<file path="config.mk">
export PLATFORM = sky130hd
export DESIGN_NAME = mac_unit
export DESIGN_NICKNAME = d
export VERILOG_FILES = /design/src/rtl/mac_pkg.sv /design/src/rtl/mac_opnd_chk.sv /design/src/rtl/mac_datapath.sv /design/src/rtl/mac_unit.sv
export SDC_FILE = /design/constraint.sdc
export NUM_CORES = 2
export LEC_CHECK = 0
export BUFFER_PORTS_ARGS = -buffer_cell sky130_fd_sc_hd__buf_2
export CAP_MARGIN = 10
export CORE_ASPECT_RATIO = 0.8
export CORE_MARGIN = 2
export CORE_UTILIZATION = 60
export CTS_CLUSTER_SIZE = 20
export DETAILED_ROUTE_END_ITERATION = 16
export GPL_TIMING_DRIVEN = 0
export PLACE_DENSITY = 0.78
export REMOVE_ABC_BUFFERS = 1
export SYNTH_ARGS = -nofsm -noshare
export SYNTH_HDL_FRONTEND = slang
export SYNTH_SLANG_ARGS = --single-unit
export TNS_END_PERCENT = 100
</file>
<file path="constraint.sdc">
create_clock -name clk -period 12.7 [get_ports clk]
set_input_delay 3.175 -clock clk [delete_from_list [all_inputs] [get_ports clk]]
set_output_delay 3.175 -clock clk [all_outputs]
set_load 0.02 [all_outputs]
</file>
<file path="src/rtl/mac_pkg.sv">
package mac_pkg;
  typedef struct packed {
    logic acc;
    logic sub;
    logic uns;
    logic sat;
    logic sht;
    logic dbl;
    logic hsel;
    logic sat_sht;
  } mac_mode_t;
endpackage

</file>
<file path="src/rtl/mac_opnd_chk.sv">
module mac_opnd_chk #(
  parameter int XLEN    = 64,
  parameter int SHORT_W = 16
) (
  input  logic [XLEN-1:0] opnd,
  input  logic            short_mode,
  input  logic            uns,
  output logic            ok
);
  localparam int HALF = XLEN / 2;

  logic [XLEN-1:0] canon_long;
  logic [XLEN-1:0] canon_short_s;
  logic [XLEN-1:0] canon_short_u;

  always_comb begin
    canon_long    = {{HALF{opnd[HALF-1]}}, opnd[HALF-1:0]};
    canon_short_s = {{(XLEN-SHORT_W){opnd[SHORT_W-1]}}, opnd[SHORT_W-1:0]};
    canon_short_u = {{(XLEN-SHORT_W){1'b0}}, opnd[SHORT_W-1:0]};
    if (!short_mode)
      ok = (opnd == canon_long);
    else if (uns)
      ok = (opnd == canon_short_u);
    else
      ok = (opnd == canon_short_s);
  end
endmodule

</file>
<file path="src/rtl/mac_datapath.sv">
module mac_datapath
  import mac_pkg::*;
#(
  parameter int XLEN = 64
) (
  input  logic [XLEN-1:0] a,
  input  logic [XLEN-1:0] b,
  input  logic [XLEN-1:0] lhs,
  input  mac_mode_t       mode,
  output logic [XLEN-1:0] result
);
  localparam int HALF = XLEN / 2;
  localparam logic [XLEN-1:0] POS_CLAMP = {{(HALF+1){1'b0}}, {(HALF-1){1'b1}}};
  localparam logic [XLEN-1:0] NEG_CLAMP = {{(HALF+1){1'b1}}, {(HALF-1){1'b0}}};

  logic [XLEN-1:0] ext_a, ext_b, prod, sum;
  logic            s_ovf, u_ovf;

  always_comb begin
    if (mode.uns) begin
      ext_a = {{HALF{1'b0}}, a[HALF-1:0]};
      ext_b = {{HALF{1'b0}}, b[HALF-1:0]};
    end else begin
      ext_a = {{HALF{a[HALF-1]}}, a[HALF-1:0]};
      ext_b = {{HALF{b[HALF-1]}}, b[HALF-1:0]};
    end
    prod  = ext_a * ext_b;
    sum   = mode.sub ? (lhs - prod) : (lhs + prod);
    s_ovf = (sum != {{HALF{sum[HALF-1]}}, sum[HALF-1:0]});
    u_ovf = |sum[XLEN-1:HALF];
    result = sum;
    if (mode.sat) begin
      if (!mode.uns && s_ovf)
        result = sum[XLEN-1] ? NEG_CLAMP : POS_CLAMP;
      else if (mode.uns && u_ovf)
        result = '1;
    end
  end
endmodule

</file>
<file path="src/rtl/mac_unit.sv">
module mac_unit
  import mac_pkg::*;
#(
  parameter int XLEN    = 64,
  parameter int IDX_W   = 5,
  parameter int SHORT_W = 16
) (
  input  logic             clk,
  input  logic             rst_n,
  input  logic             req_valid,
  output logic             req_ready,
  input  logic [XLEN-1:0]  req_a,
  input  logic [XLEN-1:0]  req_b,
  input  logic [IDX_W-1:0] req_dst,
  input  logic             req_acc,
  input  logic             req_sub,
  input  logic             req_uns,
  input  logic             req_sat,
  input  logic             req_short,
  input  logic             req_dbl,
  input  logic             req_hisel,
  input  logic             req_sat_short,
  output logic             rsp_valid,
  output logic             rsp_err,
  output logic             wr_en,
  output logic [IDX_W-1:0] wr_idx,
  output logic [XLEN-1:0]  wr_data,
  output logic [XLEN-1:0]  acc_hi,
  output logic [XLEN-1:0]  acc_lo
);
  localparam int HALF  = XLEN / 2;
  localparam int N_OPS = 2;

  // reset synchroniser: asynchronous assert, synchronous release
  logic [1:0] rst_pipe;
  logic       rst_ok;

  always_ff @(posedge clk or negedge rst_n) begin
    if (!rst_n) rst_pipe <= 2'b00;
    else        rst_pipe <= {rst_pipe[0], 1'b1};
  end
  assign rst_ok    = rst_pipe[1];
  assign req_ready = rst_ok;

  mac_mode_t mode;
  assign mode = '{acc: req_acc, sub: req_sub, uns: req_uns, sat: req_sat,
                  sht: req_short, dbl: req_dbl, hsel: req_hisel,
                  sat_sht: req_sat_short};

  logic                 short_eff;
  logic [XLEN-1:0]      opnd [N_OPS];
  logic [N_OPS-1:0]     opnd_ok;
  assign short_eff = mode.sht | (mode.sat & mode.sat_sht);
  assign opnd[0]   = req_a;
  assign opnd[1]   = req_b;

  for (genvar g = 0; g < N_OPS; g++) begin : g_chk
    mac_opnd_chk #(.XLEN(XLEN), .SHORT_W(SHORT_W)) u_chk (
      .opnd       (opnd[g]),
      .short_mode (short_eff),
      .uns        (mode.uns),
      .ok         (opnd_ok[g])
    );
  end

  logic [XLEN-1:0]  hi_q, lo_q, lhs, result, new_hi, new_lo;
  logic [XLEN-1:0]  hi_d, lo_d, wdata_q, wdata_d;
  logic [IDX_W-1:0] widx_q, widx_d;
  logic             accept, commit, fault;
  logic             rspv_q, rspv_d, err_q, err_d, wen_q, wen_d;

  always_comb begin
    if (!mode.acc)     lhs = '0;
    else if (mode.dbl) lhs = lo_q;
    else               lhs = {hi_q[HALF-1:0], lo_q[HALF-1:0]};
  end

  mac_datapath #(.XLEN(XLEN)) u_dp (
    .a      (req_a),
    .b      (req_b),
    .lhs    (lhs),
    .mode   (mode),
    .result (result)
  );

  // next-state logic
  always_comb begin
    accept = req_valid & rst_ok;
    fault  = accept & ~(&opnd_ok);
    commit = accept & (&opnd_ok);
    if (mode.dbl) begin
      new_lo = result;
      new_hi = hi_q;
    end else begin
      new_lo = {{HALF{result[HALF-1]}}, result[HALF-1:0]};
      new_hi = {{HALF{result[XLEN-1]}}, result[XLEN-1:HALF]};
    end
    hi_d    = hi_q;
    lo_d    = lo_q;
    widx_d  = widx_q;
    wdata_d = wdata_q;
    wen_d   = 1'b0;
    rspv_d  = accept;
    err_d   = fault;
    if (commit) begin
      hi_d = new_hi;
      lo_d = new_lo;
      if (req_dst != '0) begin
        wen_d   = 1'b1;
        widx_d  = req_dst;
        wdata_d = mode.hsel ? new_hi : new_lo;
      end
    end
  end

  // registers, clock enable on commit for the wide state
  always_ff @(posedge clk or negedge rst_ok) begin
    if (!rst_ok) begin
      hi_q    <= '0;
      lo_q    <= '0;
      widx_q  <= '0;
      wdata_q <= '0;
      wen_q   <= 1'b0;
      rspv_q  <= 1'b0;
      err_q   <= 1'b0;
    end else begin
      rspv_q <= rspv_d;
      err_q  <= err_d;
      wen_q  <= wen_d;
      if (commit) begin
        hi_q    <= hi_d;
        lo_q    <= lo_d;
        widx_q  <= widx_d;
        wdata_q <= wdata_d;
      end
    end
  end

  assign rsp_valid = rspv_q;
  assign rsp_err   = err_q;
  assign wr_en     = wen_q;
  assign wr_idx    = widx_q;
  assign wr_data   = wdata_q;
  assign acc_hi    = hi_q;
  assign acc_lo    = lo_q;
endmodule

</file>
==> flow_summary.ini <==
[sta]
setup_violations = 192
clock.fmax_ghz = 0.0629
period_share_pct = 125
slew_violations = 11
tightest_slew_ns = 1.61
holdWs_ns = 0.154
hold_violations = 0
rsz0062_at_grt = true
fin_worst_skew_ns = 0.0232
relSlewSlack_pct = -7.85
period_minus_slack_ns = 15.89
worst_slack_ns = -3.19

[clock_tree]
cts_tree = built
numCtsBuffers = 16
h-tree-depth = 1
cts_root_buf = clkbuf_16
clkTransAtPathRegs_ns = 0.10
clk_latency_ns = 0.52
clock_path_buffers = 3
clock-sinks = 202

[detailed_routing]
drt-total-wl_um = 213000
dr.pass1.iters = 6
detail-route-antenna-nets = 0
num_vias = 54300
wl_per_cell_um = 24.7
drt_iter0_markers = 5512
drc = 0
vias_per_cell = 6.29

[floorplan]
initial_core_util_pct = 60.2
die_area_um2 = 109000
die_width_um = 369
coreArea_um2 = 106000
io_pins = 345
die_h_um = 296
fp-row-count = 107

[worst_setup_path]
r2r_slack_ns = 6.48
cp.depth = 49
critical_path.max_fanout = 9
start_kind = primary input
crit_family = adder cells
cp_num_buf_inv = 13
slowest_stage = fa_2
cp-startpoint = req_uns
cp.arrival_ns = 16.28
critPathKind = primary input to flop
worstPathRequired_ns = 13.09
timing.rr.start = acc_lo[0]$_DFFE_PN0P_
r2r-end = wr_data[24]$_DFFE_PN0P_
crit_end = wr_data[24]$_DFFE_PN0P_
rr_worst_depth = 20
critPathMaxStageDelay_ns = 0.62
critPathCaptureType = flop

[cells_and_area]
fin_area_um2 = 73600
drive_gt1_share_pct = 18.3
area_delta_synth_final_pct = 15.1
final_nets = 9142
post-route-util_pct = 69.4
fillers = 7947

[outcome]
violations = capacitance limit, slew limit, setup timing
outcome = finished, violations left

[grt]
grt_max_degree = 93
grt_pass1_wl_um = 326000
grt.overflow.total = 0
grt_pass1_vias = 56500
grt_use_total_pct = 38.9
antenna_found_initial = 3

[yosys]
syn_inst = 6933
yosys_warnings = 0
synth_top_cell_area_share_pct = 45.2
yosysTopAreaCell = fa_1
synth.avg_cell_area_um2 = 9.21
netlist_area_um2 = 63900
synth_ff_type = dfrtp_1
synthDistinctLibCells = 99
synth-edff-count = 0
yosys_register_bits = 202
async_flop_share_pct = 100
netlist_top_cells_area = fa_1, dfrtp_1, ha_1, inv_1, and2_1
synth_seq_area_share_pct = 7.91

[place]
finalWeightedCongestion = 1.02
hpwl_um = 163000
place_area_um2 = 66200
port_buffers = 344

[run]
drv_cap = 1

[hold_path]
hp-class = flop to asynchronous set/reset pin
==> sequential cells by signal, indices dropped and copies added, names as in the netlist <==
signal / flops
rsp_err: 1
rsp_valid: 1
rst_pipe: 2
wr_idx: 5
acc_lo: 64
acc_hi: 64
wr_data: 64
wr_en: 1
==> synthesized netlist by cell type, types with 8 or more instances <==
master and n:
a2111oi_0 9, a211o_1 29, a211oi_1 33, a21boi_0 9
a21o_1 53, a21oi_1 291, a221oi_1 13, a22oi_1 15
a31o_2 9, a31oi_1 33, and2_1 613, and3_1 25
and4_1 11, buf_2 29, clkbuf_1 350, dfrtp_1 202
fa_1 1442, ha_1 358, inv_1 1145, mux2i_1 36
nand2_1 851, nand2b_1 15, nand3_1 37, nand4_1 95
nor2_1 231, nor2b_1 50, nor3_1 61, nor4_1 49
o2111ai_1 13, o2111ai_2 20, o211a_1 11, o211ai_1 57
o21a_1 57, o21ai_0 175, o21ai_1 28, o21bai_1 18
o22ai_1 23, o31a_1 8, o31ai_1 50, or2_2 13
or3_1 31, or4_1 9, xnor2_1 130, xor2_1 64
==> kinds of logic after synthesis <==
kind of cell | synth area share, %
and+or+nand+nor | 16.7
muxes | 0.687
buffers and inverters | 9.15
other | 0.00587
adders and majority gates | 52.2
xor gates and xnor gates | 2.69
DFF | 7.91
AOI/OAI and AO/OA | 10.7
==> cell type report <==
class / instances / area, µm² / area share [%]
Inverter: 1147 / 4350 / 5.91
Multi-Input combinational cell: 5209 / 56900 / 77.3
Clock inverter: 7 / 63.8 / 0.0867
Timing Repair Buffer: 622 / 4940 / 6.71
Sequential cell: 202 / 5060 / 6.88
Tap cell: 1417 / 1770 / 2.41
Clock buffer: 21 / 470 / 0.640
Antenna cell: 4 / 10.0 / 0.0136
==> stage by stage <==
step / worst slack (ns) / setup TNS (ns) / std cells
global route: -3.45 / -630.12 / 8625
detailed placement: -8.25 / -1408.23 / 8320
CTS: -2.77 / -500.94 / 8544
global placement: -10.67 / -1827.62 / 8303
finish: -3.19 / -578.16 / 8629
floorplan: -4.48 / -692.41 / 6542
==> metal layers <==
layer,vias up,share of wire [%],global-route usage [%]
met3,779,11,10.1
met5,-,0.24,1.31
met4,14,4.3,12.0
met1,27800,39,53.8
li1,22400,-,-
met2,3254,45,60.2
==> what timing repair did <==
item,in CTS,in global routing
hold buffers,0,0
cloned,23,1
pin swaps,223,128
hold endpoints to repair,0,0
gates resized for setup,784,275
endpoints found under the setup margin,192,192
buffers inserted,174,82
==> worst min path at each step <==
stage                                         to  cells past startpoint  slack [ns]
after floorplan            rst_pipe[1]$_DFF_PN0_                      0        0.33
after global placement     rst_pipe[1]$_DFF_PN0_                      0        0.33
after detailed placement  acc_lo[10]$_DFFE_PN0P_                      0        0.16
after CTS                 acc_lo[10]$_DFFE_PN0P_                      0        0.16
after global routing       acc_lo[5]$_DFFE_PN0P_                      0        0.17
final                      acc_lo[7]$_DFFE_PN0P_                      0        0.15
==> placed cells by master (no fill, tap or decap), types with 35 or more instances in the layout <==
cell      synthesis  layout
buf_4             2     223
o211ai_1         57      57
nand4_1          95      95
nor2_1          231     194
ha_4              0      40
a21oi_2           3      71
xnor2_1         130     106
buf_2            29     288
buf_6             4      43
mux2i_1          36      35
a21o_1           53      49
nor4_1           49      36
o21ai_1          28      60
dfrtp_1         202     201
inv_1          1145    1113
ha_1            358     296
o21ai_0         175     107
o21a_1           57      54
nand2_1         851     807
and2_1          613     600
xor2_1           64      54
fa_1           1442    1410
a21oi_1         291     198
nor3_1           61      35
nor2b_1          50      46
Power is not shown: default switching activity piles up to over one toggle a cycle in this logic, so the estimate is an artifact.
